--- src/rtl/resv_pkg.sv ---
package resv_pkg;

  typedef enum logic [1:0] {
    RES_FAIL     = 2'd0,
    RES_PASS     = 2'd1,
    RES_UNCACHED = 2'd2
  } scResult_e;

  // strobes from control to datapath, one request per port per cycle
  typedef struct packed {
    logic clearMatch;  // clear every context holding the store granule
    logic clearOwn;    // clear the issuing store context only
    logic setResv;     // load the load context's reservation
    logic failInc;     // bump the store context's failure count
    logic failRst;     // zero the store context's failure count
  } resvStrobes_t;

endpackage

--- src/rtl/resv_fail_ctr.sv ---
module resv_fail_ctr #(
  parameter int FAIL_PERIOD = 100000
) (
  input  logic clk,
  input  logic rst,
  input  logic inc,
  input  logic clr,
  output logic warn
);
  localparam int CNT_W = (FAIL_PERIOD > 1) ? $clog2(FAIL_PERIOD) : 1;
  localparam logic [CNT_W-1:0] LAST = CNT_W'(FAIL_PERIOD - 1);

  logic [CNT_W-1:0] failCnt;

  // counts modulo FAIL_PERIOD: wrapping marks each multiple of the period
  always_ff @(posedge clk) begin
    if (rst) begin
      failCnt <= '0;
      warn    <= 1'b0;
    end else begin
      warn <= 1'b0;
      if (clr) begin
        failCnt <= '0;
      end else if (inc) begin
        if (failCnt == LAST) begin
          failCnt <= '0;
          warn    <= 1'b1;
        end else begin
          failCnt <= failCnt + 1'b1;
        end
      end
    end
  end
endmodule

--- src/rtl/resv_ctrl.sv ---
module resv_ctrl
  import resv_pkg::*;
(
  input  logic         clk,
  input  logic         rst,
  input  logic         stValid,
  input  logic         stCond,
  input  logic         stUncache,
  input  logic         ldValid,
  input  logic         ldLocked,
  input  logic         ownHit,
  output logic         storePermit,
  output resvStrobes_t strb,
  output logic         resultValid,
  output scResult_e    resultCode
);
  logic isSc, scUncached, scPass, scFail, plainStore;
  scResult_e nextCode;

  always_comb begin
    isSc       = stValid & stCond;
    scUncached = isSc & stUncache;
    scPass     = isSc & ~stUncache & ownHit;
    scFail     = isSc & ~stUncache & ~ownHit;
    plainStore = stValid & ~stCond;

    storePermit = plainStore | scUncached | scPass;

    strb.clearMatch = plainStore | scPass;
    strb.clearOwn   = scFail;
    strb.setResv    = ldValid & ldLocked;
    strb.failInc    = scFail;
    strb.failRst    = scPass | scUncached;

    if (scUncached)  nextCode = RES_UNCACHED;
    else if (scPass) nextCode = RES_PASS;
    else             nextCode = RES_FAIL;
  end

  always_ff @(posedge clk) begin
    if (rst) begin
      resultValid <= 1'b0;
      resultCode  <= RES_FAIL;
    end else begin
      resultValid <= isSc;
      resultCode  <= nextCode;
    end
  end
endmodule

--- src/rtl/resv_datapath.sv ---
module resv_datapath
  import resv_pkg::*;
#(
  parameter int NUM_CTX     = 4,
  parameter int ADDR_W      = 64,
  parameter int GRAN_LSB    = 4,
  parameter int FAIL_PERIOD = 100000,
  parameter int CTX_W       = 2
) (
  input  logic               clk,
  input  logic               rst,
  input  logic [CTX_W-1:0]   stCtx,
  input  logic [ADDR_W-1:0]  stAddr,
  input  logic [CTX_W-1:0]   ldCtx,
  input  logic [ADDR_W-1:0]  ldAddr,
  input  resvStrobes_t       strb,
  output logic               ownHit,
  output logic [NUM_CTX-1:0] failWarn
);
  localparam int GRAN_W = ADDR_W - GRAN_LSB;

  logic [GRAN_W-1:0]  stGran, ldGran;
  logic [NUM_CTX-1:0] granHit, stSel, ldSel;

  assign stGran = stAddr[ADDR_W-1:GRAN_LSB];
  assign ldGran = ldAddr[ADDR_W-1:GRAN_LSB];

  for (genvar g = 0; g < NUM_CTX; g++) begin : g_ctx
    logic              resvVld;
    logic [GRAN_W-1:0] resvGran;

    assign stSel[g]   = (stCtx == CTX_W'(g));
    assign ldSel[g]   = (ldCtx == CTX_W'(g));
    assign granHit[g] = resvVld && (resvGran == stGran);

    // a new reservation wins over a same-cycle clear (clear first, then set)
    always_ff @(posedge clk) begin
      if (rst) begin
        resvVld  <= 1'b0;
        resvGran <= '0;
      end else if (strb.setResv && ldSel[g]) begin
        resvVld  <= 1'b1;
        resvGran <= ldGran;
      end else if ((strb.clearMatch && granHit[g]) ||
                   (strb.clearOwn && stSel[g])) begin
        resvVld <= 1'b0;
      end
    end

    resv_fail_ctr #(.FAIL_PERIOD(FAIL_PERIOD)) u_failCtr (
      .clk  (clk),
      .rst  (rst),
      .inc  (strb.failInc && stSel[g]),
      .clr  (strb.failRst && stSel[g]),
      .warn (failWarn[g])
    );
  end

  assign ownHit = |(granHit & stSel);
endmodule

--- src/rtl/resv_monitor.sv ---
module resv_monitor
  import resv_pkg::*;
#(
  parameter int NUM_CTX     = 4,
  parameter int ADDR_W      = 64,
  parameter int GRAN_LSB    = 4,
  parameter int FAIL_PERIOD = 100000,
  localparam int CTX_W      = (NUM_CTX > 1) ? $clog2(NUM_CTX) : 1
) (
  input  logic               clk,
  input  logic               rst,
  input  logic               stValid,
  input  logic [CTX_W-1:0]   stCtx,
  input  logic [ADDR_W-1:0]  stAddr,
  input  logic               stCond,
  input  logic               stUncache,
  input  logic               ldValid,
  input  logic [CTX_W-1:0]   ldCtx,
  input  logic [ADDR_W-1:0]  ldAddr,
  input  logic               ldLocked,
  output logic               storePermit,
  output logic               resultValid,
  output logic [1:0]         resultCode,
  output logic [NUM_CTX-1:0] failWarn
);
  resvStrobes_t strb;
  scResult_e    resCode;
  logic         ownHit;

  resv_ctrl u_ctrl (
    .clk         (clk),
    .rst         (rst),
    .stValid     (stValid),
    .stCond      (stCond),
    .stUncache   (stUncache),
    .ldValid     (ldValid),
    .ldLocked    (ldLocked),
    .ownHit      (ownHit),
    .storePermit (storePermit),
    .strb        (strb),
    .resultValid (resultValid),
    .resultCode  (resCode)
  );

  resv_datapath #(
    .NUM_CTX     (NUM_CTX),
    .ADDR_W      (ADDR_W),
    .GRAN_LSB    (GRAN_LSB),
    .FAIL_PERIOD (FAIL_PERIOD),
    .CTX_W       (CTX_W)
  ) u_dp (
    .clk      (clk),
    .rst      (rst),
    .stCtx    (stCtx),
    .stAddr   (stAddr),
    .ldCtx    (ldCtx),
    .ldAddr   (ldAddr),
    .strb     (strb),
    .ownHit   (ownHit),
    .failWarn (failWarn)
  );

  assign resultCode = resCode;
endmodule

--- config.mk ---
export PLATFORM = sky130hd
export DESIGN_NAME = resv_monitor
export DESIGN_NICKNAME = d
export VERILOG_FILES = /design/src/rtl/resv_pkg.sv /design/src/rtl/resv_fail_ctr.sv /design/src/rtl/resv_ctrl.sv /design/src/rtl/resv_datapath.sv /design/src/rtl/resv_monitor.sv
export SDC_FILE = /design/constraint.sdc
export NUM_CORES = 1
export LEC_CHECK = 0
export ABC_AREA = 1
export BUFFER_PORTS_ARGS = -buffer_cell sky130_fd_sc_hd__buf_2
export CAP_MARGIN = 20
export CORE_AREA = 2 2 231 233
export CTS_CLUSTER_SIZE = 24
export DETAILED_ROUTE_END_ITERATION = 10
export DIE_AREA = 0 0 233 235
export GPL_TIMING_DRIVEN = 1
export PLACE_DENSITY_LB_ADDON = 0.2
export SETUP_SLACK_MARGIN = 0.02
export SKIP_LAST_GASP = 1
export SLEW_MARGIN = 20
export SYNTH_ARGS = -nofsm -noshare
export SYNTH_HDL_FRONTEND = slang
export SYNTH_SLANG_ARGS = --single-unit
--- constraint.sdc ---
create_clock -name clk -period 2.2 [get_ports clk]
set_input_delay 0 -clock clk [delete_from_list [all_inputs] [get_ports clk]]
set_output_delay 0 -clock clk [all_outputs]
set_load 0.005 [all_outputs]
Yosys cells after proc, flatten, opt, wreduce, memory -nomap -nowiden
Index checks and enable logic that the tools add are counted.
{"block": "totals", "word_cells": 114, "in_bits": 139, "regBits": 319, "output_inout_bits": 8}
{"block": "op_classes", "add_sub_neg": 4, "bitwise": 19, "muxes": 18, "eq_ne": 14, "n_reduce_logical": 40}
{"op": "== test 60 bit", "count": 4}
{"op": "adder 17 x 1 -> 17 bit, second input constant", "count": 4}
{"op": "== test 17 bit, second input constant", "count": 4}
{"op": "2-to-1 mux 17 bit", "count": 4}
{"op": "logical AND 1 bit", "count": 20}
{"op": "2-to-1 mux 1 bit", "count": 13}
{"op": "OR reduction 3 bit", "count": 4}
{"op": "OR reduction 2 bit", "count": 5}
{"op": "== test 2 bit, second input constant", "count": 4}
{"op": "nonzero test 2 bit", "count": 4}
{"op": "bitwise AND 1 bit", "count": 7}
{"op": "NOT 1 bit", "count": 7}
{"op": "bitwise AND 4 bit", "count": 1}
{"op": "== test 2 x 1 -> 1 bit, second input constant", "count": 2}
{"op": "logical NOT 2 bit", "count": 2}
{"op": "logical OR 1 bit", "count": 4}
{"op": "OR 1 bit", "count": 4}
{"op": "OR reduction 4 bit", "count": 1}
{"op": "2-to-1 mux 2 bit", "count": 1}

Depth between registers and ports, before layout
{"block": "depth", "word_depth": 10, "depth_mapped": 16, "ltp_nobuf": 16}

Hierarchy
Synthesis repeated with hierarchy kept, for this count alone.
{"block": "unflattened", "hier_cells": 2637, "area_unflattened_um2": 17135.2}
{"module": "resv_datapath", "seq_area_each_um2": 4884.7, "cells_each": 2024, "n_inst": 1, "area_each_um2": 12916.1}
{"module": "resv_fail_ctr", "seq_area_each_um2": 360.3, "cells_each": 148, "n_inst": 4, "area_each_um2": 1017.2}
{"module": "resv_ctrl", "seq_area_each_um2": 60.1, "cells_each": 21, "n_inst": 1, "area_each_um2": 150.1}

Least setup slack after synthesis
OpenSTA, ideal clock, no wires.
{"block": "synth_timing", "kind": "register -> register", "from": "register u_dp.g_ctx[1].resvGran[11]", "to": "register u_dp.g_ctx[2].u_failCtr.failCnt[10]", "arrival_ns": 1.707, "synth_period_minus_slack_ns": 1.824, "path_stages_with_launch": 17, "setup_ns": 0.117, "path_buffers": 1, "t_required_ns": 2.083, "path_slack_ns": 0.376, "cell_sequence": "dfxtp_1 > inv_1 > nand2_1 > nand2_1 > nor2_1 > nand2_1 > nor2_1 > nand2_1 > nor2_1 > nand3_1 > nand2_2 > nor2_8 > nand2_4 > nand2_4 > o21ai_4 > buf_8 > a21oi_2"}
{"block": "synth_via", "elab_chain_len": 8, "word_cells_on_any_way": 11, "cone_classes": "eq/ne: 1; bitwise: 5; reduce/logical: 5"}
{"element": "from (decl)", "line": "resv_datapath.sv:30", "source": "logic [GRAN_W-1:0] resvGran;"}
{"element": "from (signal assigned)", "line": "resv_datapath.sv:43", "source": "resvGran <= ldGran;"}
{"element": "== test 60 bit *", "line": "resv_datapath.sv:34", "source": "assign granHit[g] = resvVld && (resvGran == stGran);"}
{"element": "logical AND 1 bit *", "line": "resv_datapath.sv:34"}
{"element": "bitwise AND 4 bit *", "line": "resv_datapath.sv:59", "source": "assign ownHit = |(granHit & stSel);"}
{"element": "OR reduction 4 bit *", "line": "resv_datapath.sv:59"}
{"element": "bitwise AND 1 bit", "line": "resv_ctrl.sv:23", "source": "scPass = isSc & ~stUncache & ownHit;"}
{"element": "OR 1 bit", "line": "resv_ctrl.sv:33", "source": "strb.failRst = scPass | scUncached;"}
{"element": "logical AND 1 bit", "line": "resv_datapath.sv:54", "source": ".clr (strb.failRst && stSel[g]),"}
{"element": "OR reduction 2 bit (no source line)"}
{"element": "to (signal assigned)", "line": "resv_fail_ctr.sv:29", "source": "failCnt <= failCnt + 1'b1;"}
{"element": "to (decl)", "line": "resv_fail_ctr.sv:13", "source": "logic [CNT_W-1:0] failCnt;"}
Mark *: on every way between the ends. The rest lies on a longest branch, timed or not.
A chain may end at the register's enable or synchronous reset.

Worst setup path in the final report
{"block": "layout_timing", "from": "register u_dp.g_ctx[0].resvGran[53]", "to": "output storePermit"}
{"block": "layout_via", "elab_chain_len": 6}
{"element": "from (decl)", "line": "resv_datapath.sv:30"}
{"element": "from (signal assigned)", "line": "resv_datapath.sv:43"}
{"element": "== test 60 bit", "line": "resv_datapath.sv:34"}
{"element": "logical AND 1 bit", "line": "resv_datapath.sv:34"}
{"element": "bitwise AND 4 bit", "line": "resv_datapath.sv:59"}
{"element": "OR reduction 4 bit", "line": "resv_datapath.sv:59"}
{"element": "bitwise AND 1 bit", "line": "resv_ctrl.sv:23"}
{"element": "OR 1 bit", "line": "resv_ctrl.sv:27", "source": "storePermit = plainStore | scUncached | scPass;"}
{"element": "to (decl)", "line": "resv_monitor.sv:21", "source": "output logic storePermit,"}
No other way between the ends.

==> results.md <==
Drt:
- In the final routed layout, each cell accounts on average for 21.45 um.
- The total number of vias is 20527.
- After the first detailed-routing iteration, the DRC count stood at 1718.
- After detailed routing, the total wire length is 85210 um.
- The number of DRC violations after detailed routing is 0.
- The iteration count of the initial detailed-routing pass is 6.
- The number of nets still failing antenna checks after routing is 0.
- Using the TritonRoute via totals, the vias-per-cell ratio works out to 5.167.

Power:
- The reported leakage power is 10.51 nW.
- The largest vdd supply drop is 481.9 uV.
- For this design the ratio of total power to cell area is 628.5 nW/um^2.

Timing:
- The final number of max-transition violations is 0.
- Dividing the final minimum period by the clock period gives 1.118.
- The final worst clock skew is 0.02140 ns.
- The top achievable clock speed is 406.7 MHz.
- The slew at the pin closest to its max-slew limit is 0.6047 ns.
- Summed over all failing endpoints, the final setup total negative slack is -11.15 ns.
- Setup repair after global routing could not meet its margin everywhere.
- The minimum clock period after layout is 2.459 ns.
- The final setup violation count is 77.
- Once routing completed, OpenROAD measured the worst setup slack at -0.2590 ns.
- In this run the tightest slew margin relative to its limit is 0.5937.
- The final number of hold-violating endpoints is 0.

Synthesis:
- Of the post-synthesis cell area, the dominant cell type holds 0.3522.
- The dominant synthesized flop cell is sky130_fd_sc_hd__dfxtp_1.
- The mapped cell area is 18130 um^2.
- The async set-or-reset flop fraction in the synthesized netlist is 0.
- The register bit total from synthesis is 319.
- The count of unique library cells instantiated by Yosys is 41.
- Of all cell types, the one taking the most synthesized area is sky130_fd_sc_hd__dfxtp_1.
- Ranked by instance count, the synthesized netlist is headed by 845 x sky130_fd_sc_hd__nand2_1, 319 x sky130_fd_sc_hd__dfxtp_1, 313 x sky130_fd_sc_hd__nor2_1, 289 x sky130_fd_sc_hd__inv_1, 257 x sky130_fd_sc_hd__o21ai_0.
- The number of enable flip-flop cells after synthesis is 0.
- Synthesis handed over a netlist of 2855 instances.
- The share of the Yosys chip area taken by registers is 0.3522.
- The synthesized netlist net count is 2998.
- The post-synthesis area per instance is 6.351 um^2.
- In the post-synthesis netlist, the cell with the most instances is sky130_fd_sc_hd__nand2_1.
- The Yosys step of the flow raised 0 warnings.
- After synthesis, the cell types taking the most area are sky130_fd_sc_hd__dfxtp_1 35%, sky130_fd_sc_hd__nand2_1 17%, sky130_fd_sc_hd__o21ai_0 7.1%.

Worst setup path:
- The worst register-to-register path begins at u_dp.g_ctx[2].resvGran[41].
- The largest fanout on the critical path is 2.
- For the worst setup path, the data arrival time is 2.46 ns.
- The startpoint type of the worst setup path is a flip-flop.
- The setup path with the least slack is of type flip-flop to primary output.
- The length in cells of the worst reg-to-reg path is 16.
- The data required time at the worst endpoint is 2.20 ns.
- The type of destination of the critical path is a primary output.
- In this run the worst setup path begins at u_dp.g_ctx[0].resvGran[53].

Global routing:
- The pin count of the biggest net entering global routing is 101.
- The remaining global-route overflow is 0.
- The global-route wire length before repair is 123600 um.
- The number of global-route vias before repair is 19599.
- The number of antenna violations at the first check in global routing is 1.
- Across every metal layer, demand over resource in global routing totals 0.3046.

Final layout:
- Once layout is done, the placed cells without fillers occupy 24940 um^2.
- In the final design database the tool counted 3396 nets.
- The signed area change from the synthesized netlist to the final layout is 37.57%.
- Of the cells placed in the final design, the portion with a size suffix greater than 1 is 0.2710.
- The final design utilization is 0.4775.
- After the flow finishes, the layout carries non-filler instances totaling 3973.
- The sequential cells in the finished layout cover a total of 6431 um^2.
- The filler cells instantiated in the layout total 5332.
- The multi-input gate area in the final layout is 11250 um^2.

CTS:
- The clock buffer count from CTS is 41.
- Counting along the longest clock path gives a buffer depth of 3.
- CTS placed an instance of sky130_fd_sc_hd__clkbuf_16 at the clock tree root.
- The number of H-tree branching levels is 2.
- The clock latency reported for the late side of the worst-skew pair is 0.58 ns.
- The number of sinks driven by the clock tree is 319.
- The clock transition at the registers of the reported paths is 0.06 ns.
- The clock tree from TritonCTS is yes.

Placed design:
- The number of placed instances, taps included is 3801.
- The post-place instance area is 21070 um^2.
- The number of buffers added on ports is 138.
- The weighted congestion reported at the end of routability-driven placement is 1.062.
- Once detailed placement completed, the half-perimeter wirelength came to 65740 um.

Floorplan:
- During I/O placement, the number of pins put on the boundary was 147.
- After floorplanning, the core was sized to cover 52240 um^2.
- The floorplan step set the die width to 233 um.
- The initial utilization of the core area, before any placement, comes to 0.3471.
- In this run the vertical extent of the chip is 235 um.
- The area of the die is 54760 um^2.
- The standard-cell row count is 84.

Min path:
- The worst hold path begins at stCtx[1].
- The worst hold path passes through 5 cells.
- The min-delay analysis places its worst path in the category input pin to flip-flop.

Outcome:
- The final reports fail on negative setup slack.
- The flow ran to the end, but the final reports show violations.

Flow run:
- The reported max-cap violation count is 0.
[power breakdown]
| part | internal (W) | switching (W) |
|---|---|---|
| combinational | 0.000874 | 0.00159 |
| sequential | 0.00594 | 0.000107 |
| clock | 0.00435 | 0.00281 |
| total | 0.0112 | 0.00451 |
[final timing paths]
kind / endpoint / slack, ns
worst max-delay path: storePermit / -0.26
worst min-delay path: u_dp.g_ctx[3].u_failCtr.warn / 0.03
worst max register to register: u_dp.g_ctx[2].u_failCtr.failCnt[15] / -0.24
worst min register to register: u_dp.g_ctx[3].u_failCtr.failCnt[16] / 0.46
[cells by family (layout without fill, tap and decap cells)]
logic type | after synthesis | in the layout | share of synthesized area
other | 0 | 1 | 0
xor gates and xnor gates | 96 | 96 | 0.04637
DFF | 319 | 319 | 0.3522
and+or+nand+nor | 1475 | 1475 | 0.3454
AOI/OAI and AO/OA | 535 | 535 | 0.1584
adders and majority gates | 4 | 4 | 0.002760
buffers and inverters | 426 | 855 | 0.09482
[final cells by class]
cell class	count	area share
Clock buffer	59	0.05076
Timing Repair Buffer	440	0.1423
Timing Repair inverter	9	0.004966
Inverter	332	0.05187
Multi-Input combinational cell	2110	0.4509
Antenna cell	1	0.0001003
Sequential cell	319	0.2578
Clock inverter	15	0.006772
Tap cell	688	0.03451
[worst max-delay path, cell delays in order (launching register included)]
cell,delay [ns]
sky130_fd_sc_hd__dfxtp_2,0.32
sky130_fd_sc_hd__nand2_1,0.17
sky130_fd_sc_hd__nand2_1,0.12
sky130_fd_sc_hd__nor2_1,0.15
sky130_fd_sc_hd__nand2_2,0.10
sky130_fd_sc_hd__nor2_2,0.14
sky130_fd_sc_hd__nand2_1,0.07
sky130_fd_sc_hd__nor2_2,0.10
sky130_fd_sc_hd__nand3_1,0.10
sky130_fd_sc_hd__nand2_2,0.15
sky130_fd_sc_hd__nor2_8,0.07
sky130_fd_sc_hd__nand2_4,0.08
sky130_fd_sc_hd__nand2_8,0.05
sky130_fd_sc_hd__buf_6,0.12
sky130_fd_sc_hd__nand2_1,0.04
sky130_fd_sc_hd__buf_2,0.11
[placed cells by master (no fill, tap or decap), drive strengths merged]
| cell | instances |
|---|---|
| o2111ai | 3 |
| o21ai | 271 |
| clkinvlp | 3 |
| nand2 | 874 |
| nand4 | 72 |
| diode | 1 |
| nor4b | 6 |
| xnor2 | 20 |
| buf | 375 |
| dfxtp | 319 |
| clkbuf | 60 |
| ha | 4 |
| nor3 | 56 |
| dlygate4sd3 | 64 |
| bufinv | 3 |
| or4 | 1 |
| inv | 337 |
| nand3 | 100 |
| or2 | 10 |
| clkinv | 13 |
| a21oi | 261 |
| nand3b | 2 |
| xor2 | 76 |
| nor3b | 3 |
| nor2 | 318 |
| nor4 | 33 |
[per-layer routing]
layer,share of wire,track usage,wire (um)
met3,0.064,0.04721,5457
met2,0.46,0.4916,39010
met4,0.056,0.1560,4753
met1,0.42,0.3918,35990
met5,0,0,0
[sequential cells by signal, summed over array words and instances, names as in the netlist]
| register | cells |
|---|---|
| u_ctrl.resultCode | 2 |
| u_ctrl.resultValid | 1 |
| u_dp.g_ctx.resvGran | 240 |
| u_dp.g_ctx.resvVld | 4 |
| u_dp.g_ctx.u_failCtr.failCnt | 68 |
| u_dp.g_ctx.u_failCtr.warn | 4 |
[what timing repair did]
item / in CTS / in global routing
resized for setup: 168 / 267
pin swaps: 40 / 91
gates cloned: 11 / 4
endpoints found under the hold margin: 247 / 0
setup buffers: 12 / 14
setup endpoints to repair: 78 / 77
hold buffers: 64 / 0
[stage by stage]
stage | total power, W | setup WS, ns | hold slack [ns]
floorplan | 0.007106 | 0.3759 | 0.1156
global placement | 0.008257 | -0.4436 | 0.2658
detailed placement | 0.008269 | -0.4254 | 0.2755
CTS | 0.01560 | -0.2543 | 0.002283
global route | 0.01620 | -0.3281 | 0.05437
finish | 0.01568 | -0.2590 | 0.02948
Power figures use the tool's default switching activity.
